--- config.mk ---
export PLATFORM = sky130hd
export DESIGN_NAME = ptr_eq_cmp
export DESIGN_NICKNAME = d
export VERILOG_FILES = /design/src/rtl/ptrcmp_pkg.sv /design/src/rtl/ptrcmp_fields.sv /design/src/rtl/ptrcmp_decide.sv /design/src/rtl/ptr_eq_cmp.sv
export SDC_FILE = /design/constraint.sdc
export NUM_CORES = 1
export LEC_CHECK = 0
export CORE_ASPECT_RATIO = 1.5
export CORE_MARGIN = 4
export CORE_UTILIZATION = 30
export DETAILED_ROUTE_END_ITERATION = 10
export HOLD_SLACK_MARGIN = 0.03
export MAX_ROUTING_LAYER = met4
export PLACE_DENSITY = 0.5
export SETUP_SLACK_MARGIN = 0.2
export SLEW_MARGIN = 10
export SYNTH_ARGS = -nofsm -noshare
export SYNTH_HDL_FRONTEND = slang
export SYNTH_HIERARCHICAL = 1
export SYNTH_SLANG_ARGS = --single-unit
--- constraint.sdc ---
create_clock -name clk -period 5.9 [get_ports clk]
set_clock_uncertainty 0.15 [all_clocks]
set_input_delay 1.18 -clock clk [delete_from_list [all_inputs] [get_ports clk]]
set_output_delay 1.18 -clock clk [all_outputs]
set_load 0.005 [all_outputs]
--- src/rtl/ptrcmp_pkg.sv ---
package ptrcmp_pkg;
  localparam int SEGLEN_W     = 6;
  localparam int SEGLEN_LSB   = 0;
  localparam int TAG_FIELD_LSB = 6;
  localparam int TAG_FIELD_W  = 8;
  localparam int CAP_USED_W   = TAG_FIELD_LSB + TAG_FIELD_W;

  typedef enum logic [1:0] {
    VERD_EQ    = 2'd0,
    VERD_NE    = 2'd1,
    VERD_TRAP  = 2'd2,
    VERD_FAULT = 2'd3
  } verdict_e;
endpackage

--- src/rtl/ptrcmp_fields.sv ---
module ptrcmp_fields
  import ptrcmp_pkg::*;
#(
  parameter int ADDR_W = 64,
  parameter int CAP_W  = 64,
  parameter int TAG_W  = 8
) (
  input  logic [ADDR_W+CAP_W-1:0] ptr,
  output logic [ADDR_W-1:0]       addr,
  output logic [SEGLEN_W-1:0]     seglen,
  output logic [TAG_FIELD_W-1:0]  tag,
  output logic [ADDR_W-1:0]       base
);
  localparam logic [TAG_FIELD_W-1:0] TAG_MASK =
    (TAG_W == 0) ? '0 : TAG_FIELD_W'((9'd1 << TAG_W) - 9'd1);

  logic [CAP_W-1:0] cap;
  logic             unused_perm_bits;

  assign addr   = ptr[ADDR_W-1:0];
  assign cap    = ptr[ADDR_W+CAP_W-1:ADDR_W];
  assign seglen = cap[SEGLEN_LSB +: SEGLEN_W];
  assign tag    = cap[TAG_FIELD_LSB +: TAG_FIELD_W] & TAG_MASK;
  assign base   = addr >> seglen;

  generate
    if (CAP_W > CAP_USED_W) begin : g_spare
      assign unused_perm_bits = ^cap[CAP_W-1:CAP_USED_W];
    end else begin : g_nospare
      assign unused_perm_bits = 1'b0;
    end
  endgenerate
endmodule

--- src/rtl/ptrcmp_decide.sv ---
module ptrcmp_decide
  import ptrcmp_pkg::*;
#(
  parameter int ADDR_W = 64
) (
  input  logic                   is_ptr_a,
  input  logic                   is_ptr_b,
  input  logic [ADDR_W-1:0]      addr_a,
  input  logic [ADDR_W-1:0]      addr_b,
  input  logic [SEGLEN_W-1:0]    len_a,
  input  logic [SEGLEN_W-1:0]    len_b,
  input  logic [TAG_FIELD_W-1:0] tag_a,
  input  logic [TAG_FIELD_W-1:0] tag_b,
  input  logic [ADDR_W-1:0]      base_a,
  input  logic [ADDR_W-1:0]      base_b,
  output verdict_e               verdict
);
  logic same_addr, tag_split, same_object;

  assign same_addr   = (addr_a == addr_b);
  assign tag_split   = (tag_a != tag_b);
  assign same_object = (len_a == len_b) && (base_a == base_b);

  always_comb begin
    if (!(is_ptr_a && is_ptr_b))  verdict = VERD_FAULT;
    else if (same_addr)           verdict = VERD_EQ;
    else if (tag_split)           verdict = VERD_NE;
    else if (same_object)         verdict = VERD_NE;
    else                          verdict = VERD_TRAP;
  end
endmodule

--- src/rtl/ptr_eq_cmp.sv ---
module ptr_eq_cmp
  import ptrcmp_pkg::*;
#(
  parameter int ADDR_W = 64,
  parameter int CAP_W  = 64,
  parameter int TAG_W  = 8
) (
  input  logic                    clk,
  input  logic                    rst,
  input  logic                    in_valid,
  input  logic                    op_ne,
  input  logic [ADDR_W+CAP_W-1:0] ptr_a,
  input  logic [ADDR_W+CAP_W-1:0] ptr_b,
  input  logic                    is_ptr_a,
  input  logic                    is_ptr_b,
  output logic                    out_done,
  output logic                    out_result,
  output logic                    out_trap,
  output logic                    out_fault
);
  localparam int PTR_W = ADDR_W + CAP_W;
  localparam int NOPS  = 2;

  logic [PTR_W-1:0]       ptr_v    [NOPS];
  logic [ADDR_W-1:0]      addr_v   [NOPS];
  logic [SEGLEN_W-1:0]    len_v    [NOPS];
  logic [TAG_FIELD_W-1:0] tag_v    [NOPS];
  logic [ADDR_W-1:0]      base_v   [NOPS];
  verdict_e               verdict;

  assign ptr_v[0] = ptr_a;
  assign ptr_v[1] = ptr_b;

  generate
    for (genvar i = 0; i < NOPS; i++) begin : g_opnd
      ptrcmp_fields #(.ADDR_W(ADDR_W), .CAP_W(CAP_W), .TAG_W(TAG_W)) u_fields (
        .ptr    (ptr_v[i]),
        .addr   (addr_v[i]),
        .seglen (len_v[i]),
        .tag    (tag_v[i]),
        .base   (base_v[i])
      );
    end
  endgenerate

  ptrcmp_decide #(.ADDR_W(ADDR_W)) u_decide (
    .is_ptr_a (is_ptr_a),
    .is_ptr_b (is_ptr_b),
    .addr_a   (addr_v[0]),
    .addr_b   (addr_v[1]),
    .len_a    (len_v[0]),
    .len_b    (len_v[1]),
    .tag_a    (tag_v[0]),
    .tag_b    (tag_v[1]),
    .base_a   (base_v[0]),
    .base_b   (base_v[1]),
    .verdict  (verdict)
  );

  always_ff @(posedge clk) begin
    if (rst) begin
      out_done   <= 1'b0;
      out_result <= 1'b0;
      out_trap   <= 1'b0;
      out_fault  <= 1'b0;
    end else begin
      out_done   <= in_valid && (verdict == VERD_EQ || verdict == VERD_NE);
      out_result <= in_valid && (verdict == VERD_EQ || verdict == VERD_NE)
                    && ((verdict == VERD_EQ) ^ op_ne);
      out_trap   <= in_valid && (verdict == VERD_TRAP);
      out_fault  <= in_valid && (verdict == VERD_FAULT);
    end
  end
endmodule

Word-level counts from Yosys, hierarchy flattened
Cells that the tools add are included.

Register bits: 4. Input bits: 262. Output and inout port bits: 4. Word-level logic and storage cells: 26.

Equality and inequality tests: 7. Shifts and indexed selects: 2. Muxes and demuxes: 4. Bitwise operators: 1. Reductions and logical operators: 8.

Operator list (number): $eq 64x64->1 (2); $shr 64x6->64 (2); $mux 2 (4); $ne 8x8->1 (1); $eq 6x6->1 (1); $logic_and 1x1->1 (6); $eq 2x2->1 const B (2); $eq 2x1->1 const B (1); $logic_not 2->1 (1); $logic_or 1x1->1 (1); $xor 1x1->1 (1).

Logic depth before layout (Yosys ltp)
Depth in word-level cells: 11. Gate-level depth with buffers: 17. Depth with buffers taken out: 13.

By module
The synthesis kept the hierarchy.

Modules (own cells, without submodules): ptrcmp_fields (times used 2, cells each 540, area an instance 4639.4 um^2, sequential area each 0.0 um^2); ptrcmp_decide (times used 1, cells each 193, area an instance 1585.3 um^2, sequential area each 0.0 um^2); ptr_eq_cmp (times used 1, cells each 9, area an instance 127.6 um^2, sequential area each 80.1 um^2).

Worst setup path before layout
No wires, ideal clock.

Path type: input-to-reg. Start point: input ptr_b[66]. End point: register out_result. Setup time: 0.115 ns. Arrival time: 4.268 ns. Data required time: 5.635 ns. Setup slack: 1.367 ns. Stages: 15. Path buffers: 2. Path through: buf_2 buf_2 mux4_2 mux2i_1 o22ai_1 or3_1 a221o_1 xor2_1 nor4_1 nand4_1 nor3_2 a21oi_1 o211ai_1 xnor2_1 and2_1.

RTL lines: from (decl) (RTL line ptr_eq_cmp.sv:13) `input logic [ADDR_W+CAP_W-1:0] ptr_b,`; to (signal assigned) (RTL line ptr_eq_cmp.sv:68) `out_result <= in_valid && (verdict == VERD_EQ || verdict == VERD_NE)`; to (decl) (RTL line ptr_eq_cmp.sv:17) `output logic out_result,`.

==> qor.txt <==
run status: completed
Syn Nets: 1,544
pre-CTS setup slack: 0.253 ns
CP startpoint kind: primary input
Cell Chain, Critical Path: clkdlybuf4s50_1 -> mux4_2 -> mux2i_1 -> mux2i_1 -> a221oi_1 -> o21ai_0 -> xor2_1 -> nor4_1 -> buf_4 -> nand4_1 -> nor4_2 -> a21oi_1 -> o211ai_1 -> xnor2_1 -> and2_1
share of cells above drive strength 1: 23.0%
CTS clock-pin slew for the worst setup and hold paths: 0.03 ns
gr usage total: 25.7%
placed cell count: 1,735
DRC: 0
Top Ports: 266
DP HPWL: 43,900 µm
global route overflow: 0
largest net degree at the start of global routing: 50
Fmax achieved: 0.182 GHz
Layout area overhead: 10.8%
CP most frequent cell: mux2i_1
htree depth: 1
TritonCTS clock tree: done
post-layout worst setup margin: 0.396 ns
slew margin rel.: 27.6%
Worst Path Arrival: 5.46 ns
WP buf/inv: 2
Final Cell Area: 12,200 µm²
root buffer cell: clkbuf_16
final period demand of the worst path: 5.50 ns
crit path max-delay cell type: clkdlybuf4s50_1
period utilization: 93.3%
setup tns final: 0 ns
wire length per cell: 30.1 µm
RSZ-0062 raised after global routing: false
final hold vios: 0
DR vias/cell: 6.20
Filler Cell Count: 3,764
Seq cells post-synth: 4
post-route ant nets: 0
row cnt: 85
Final Routed Wirelength: 52,300 µm
vias in the first global route: 10,600
die area: 39,800 µm²
first-pass GRT wire length: 73,500 µm
port buffer count: 165
FFs w/ async S/R, synth: 0%
CP max FO: 5
Max Slew Vio Count: 0
CP Capture Type: register
Mean Syn Cell Area: 8.57 µm²
Longest Clk Path Bufs: 2
Worst IR Drop VDD: 0.0745 mV
LEAKAGE: 4.63 nW
initial core utilization: 30.5%
total number of vias: 10,800
Pre-Repair DR Iteration Count: 6
CP Data Required Time: 5.86 ns
Post-synth EDFFs: 0
Non-Filler Instances: 1,739
kind of critical path: primary input to register
initial antenna violation count: 1
top_reg_cell synth: dfxtp_1
CP top delay family: multiplexers
Num CTS Buffers: 3
Syn. warnings: 6
total clock sinks: 4
cts hold-fix bufs: 0
slowest stage delay, CP: 0.61 ns
PD cells: 118 nW/µm²
MaxCap Viol Count: 0
Die Span X: 164 µm
Final GP Congestion: 0.992
worst slew pin tran: 1.08 ns
Mapped Cells: 1,282
core area: 36,100 µm²
Yosys cell types: 55
placed inst area: 12,100 µm²
DR iter-0 viols: 1,286
final net count: 1,524
DIE HEIGHT: 242 µm
sequential-to-total area share from yosys stat: 0.729%
Finish-stage setup viols: 0
worst hold path class: primary input to register
mapped cell area: 11,000 µm²
[synth_stat cells, types with 7 or more instances]
library cell / count / area [µm²]
clkbuf_1: 50 / 188
inv_1: 8 / 30.0
o221ai_1: 10 / 87.6
a222oi_1: 8 / 80.1
nand2_1: 111 / 417
a22oi_1: 12 / 90.1
nor3_1: 12 / 60.1
buf_1: 16 / 60.1
a211o_1: 7 / 61.3
a21oi_1: 47 / 235
xor2_1: 137 / 1200
nor4_1: 34 / 213
nor2_1: 94 / 353
mux2i_1: 106 / 1060
mux2_2: 66 / 743
o21a_1: 8 / 60.1
buf_2: 18 / 90.1
nand3_1: 13 / 65.1
and2_1: 15 / 93.8
o22ai_1: 28 / 175
o211ai_1: 9 / 67.6
buf_4: 166 / 1250
mux4_2: 134 / 3020
nand4_1: 11 / 68.8
o21ai_0: 36 / 180
nand2b_1: 16 / 100
a211oi_1: 14 / 105
[where the power goes]
part	internal [mW]	switching, mW
clock	0.0864	0.0170
sequential	0.0279	0.000186
combinational	0.557	0.743
total	0.671	0.760
[sequential cells by signal, summed over array words and instances (netlist names)]
signal	cells
out_result	1
out_fault	1
out_trap	1
out_done	1
[cells in the final DEF (no fill, tap or decap), types with 7 or more instances in the layout]
cell             instances
o21a_1                   8
and2_1                  15
a21oi_1                 47
xor2_1                 137
a22oi_1                 12
nor4_1                  34
nand4_1                 11
o221ai_1                10
mux2_2                  66
inv_1                    8
nand3_1                 13
clkdlybuf4s50_1        157
o22ai_1                 28
buf_4                   64
nand2b_1                16
o21ai_0                 36
a222oi_1                 8
mux4_2                 134
nor2_1                  94
o211ai_1                 9
mux2i_1                106
nor3_1                  12
a211o_1                  7
a211oi_1                14
nand2_1                111
[cell families (layout without fill, tap and decap cells)]
kind of cell	Yosys count	count (layout)	synth area share (%)
simple gates	338	338	14.6
mux	306	306	43.9
buf+inv	266	244	15.4
compound gates	225	225	13.9
xor+xnor	143	143	11.5
flops	4	4	0.729
other cells	0	1	0
[per-stage QoR]
step | util (%) | power (mW) | hold slack [ns]
6_report | 33.8 | 1.43 | 1.44
5_1_grt | 33.8 | 1.49 | 1.44
4_1_cts | 33.8 | 1.41 | 1.43
3_5_place_dp | 33.6 | 1.30 | 1.67
3_3_place_gp | 33.6 | 1.31 | 1.66
2_1_floorplan | - | 0.860 | 1.11
[metal layers]
metal | part of all wire (%) | up-vias | routed length (µm) | track usage, %
met5 | 0 | - | 0 | -
met4 | 8.0 | 0 | 4170 | 15.0
met3 | 5.9 | 138 | 3080 | 1.34
met2 | 49 | 634 | 25800 | 42.5
met1 | 37 | 5332 | 19200 | 30.6
li1 | - | 4673 | - | -
[final timing paths]
kind	start	end	slack [ns]	cells past startpoint
worst max-delay path	ptr_a[58]	out_result	0.40	15
worst min-delay path	in_valid	out_trap	1.44	2
[repair_timing]
item | in CTS | in global routing
buffers inserted | 0 | 0
resized for setup | 0 | 1
endpoints found under the setup margin | 0 | 1
[final cells by class]
cell class	instances	area (µm²)	share of cell area [%]
multi-input combinational	1012	9220	75.7
inverter	10	37.5	0.308
clock buffer	3	75.1	0.616
sequential	4	80.1	0.657
antenna	1	2.50	0.0205
tap	478	598	4.91
timing repair buffer	231	2170	17.8
Note: power is estimated with default switching activity, not from simulation.
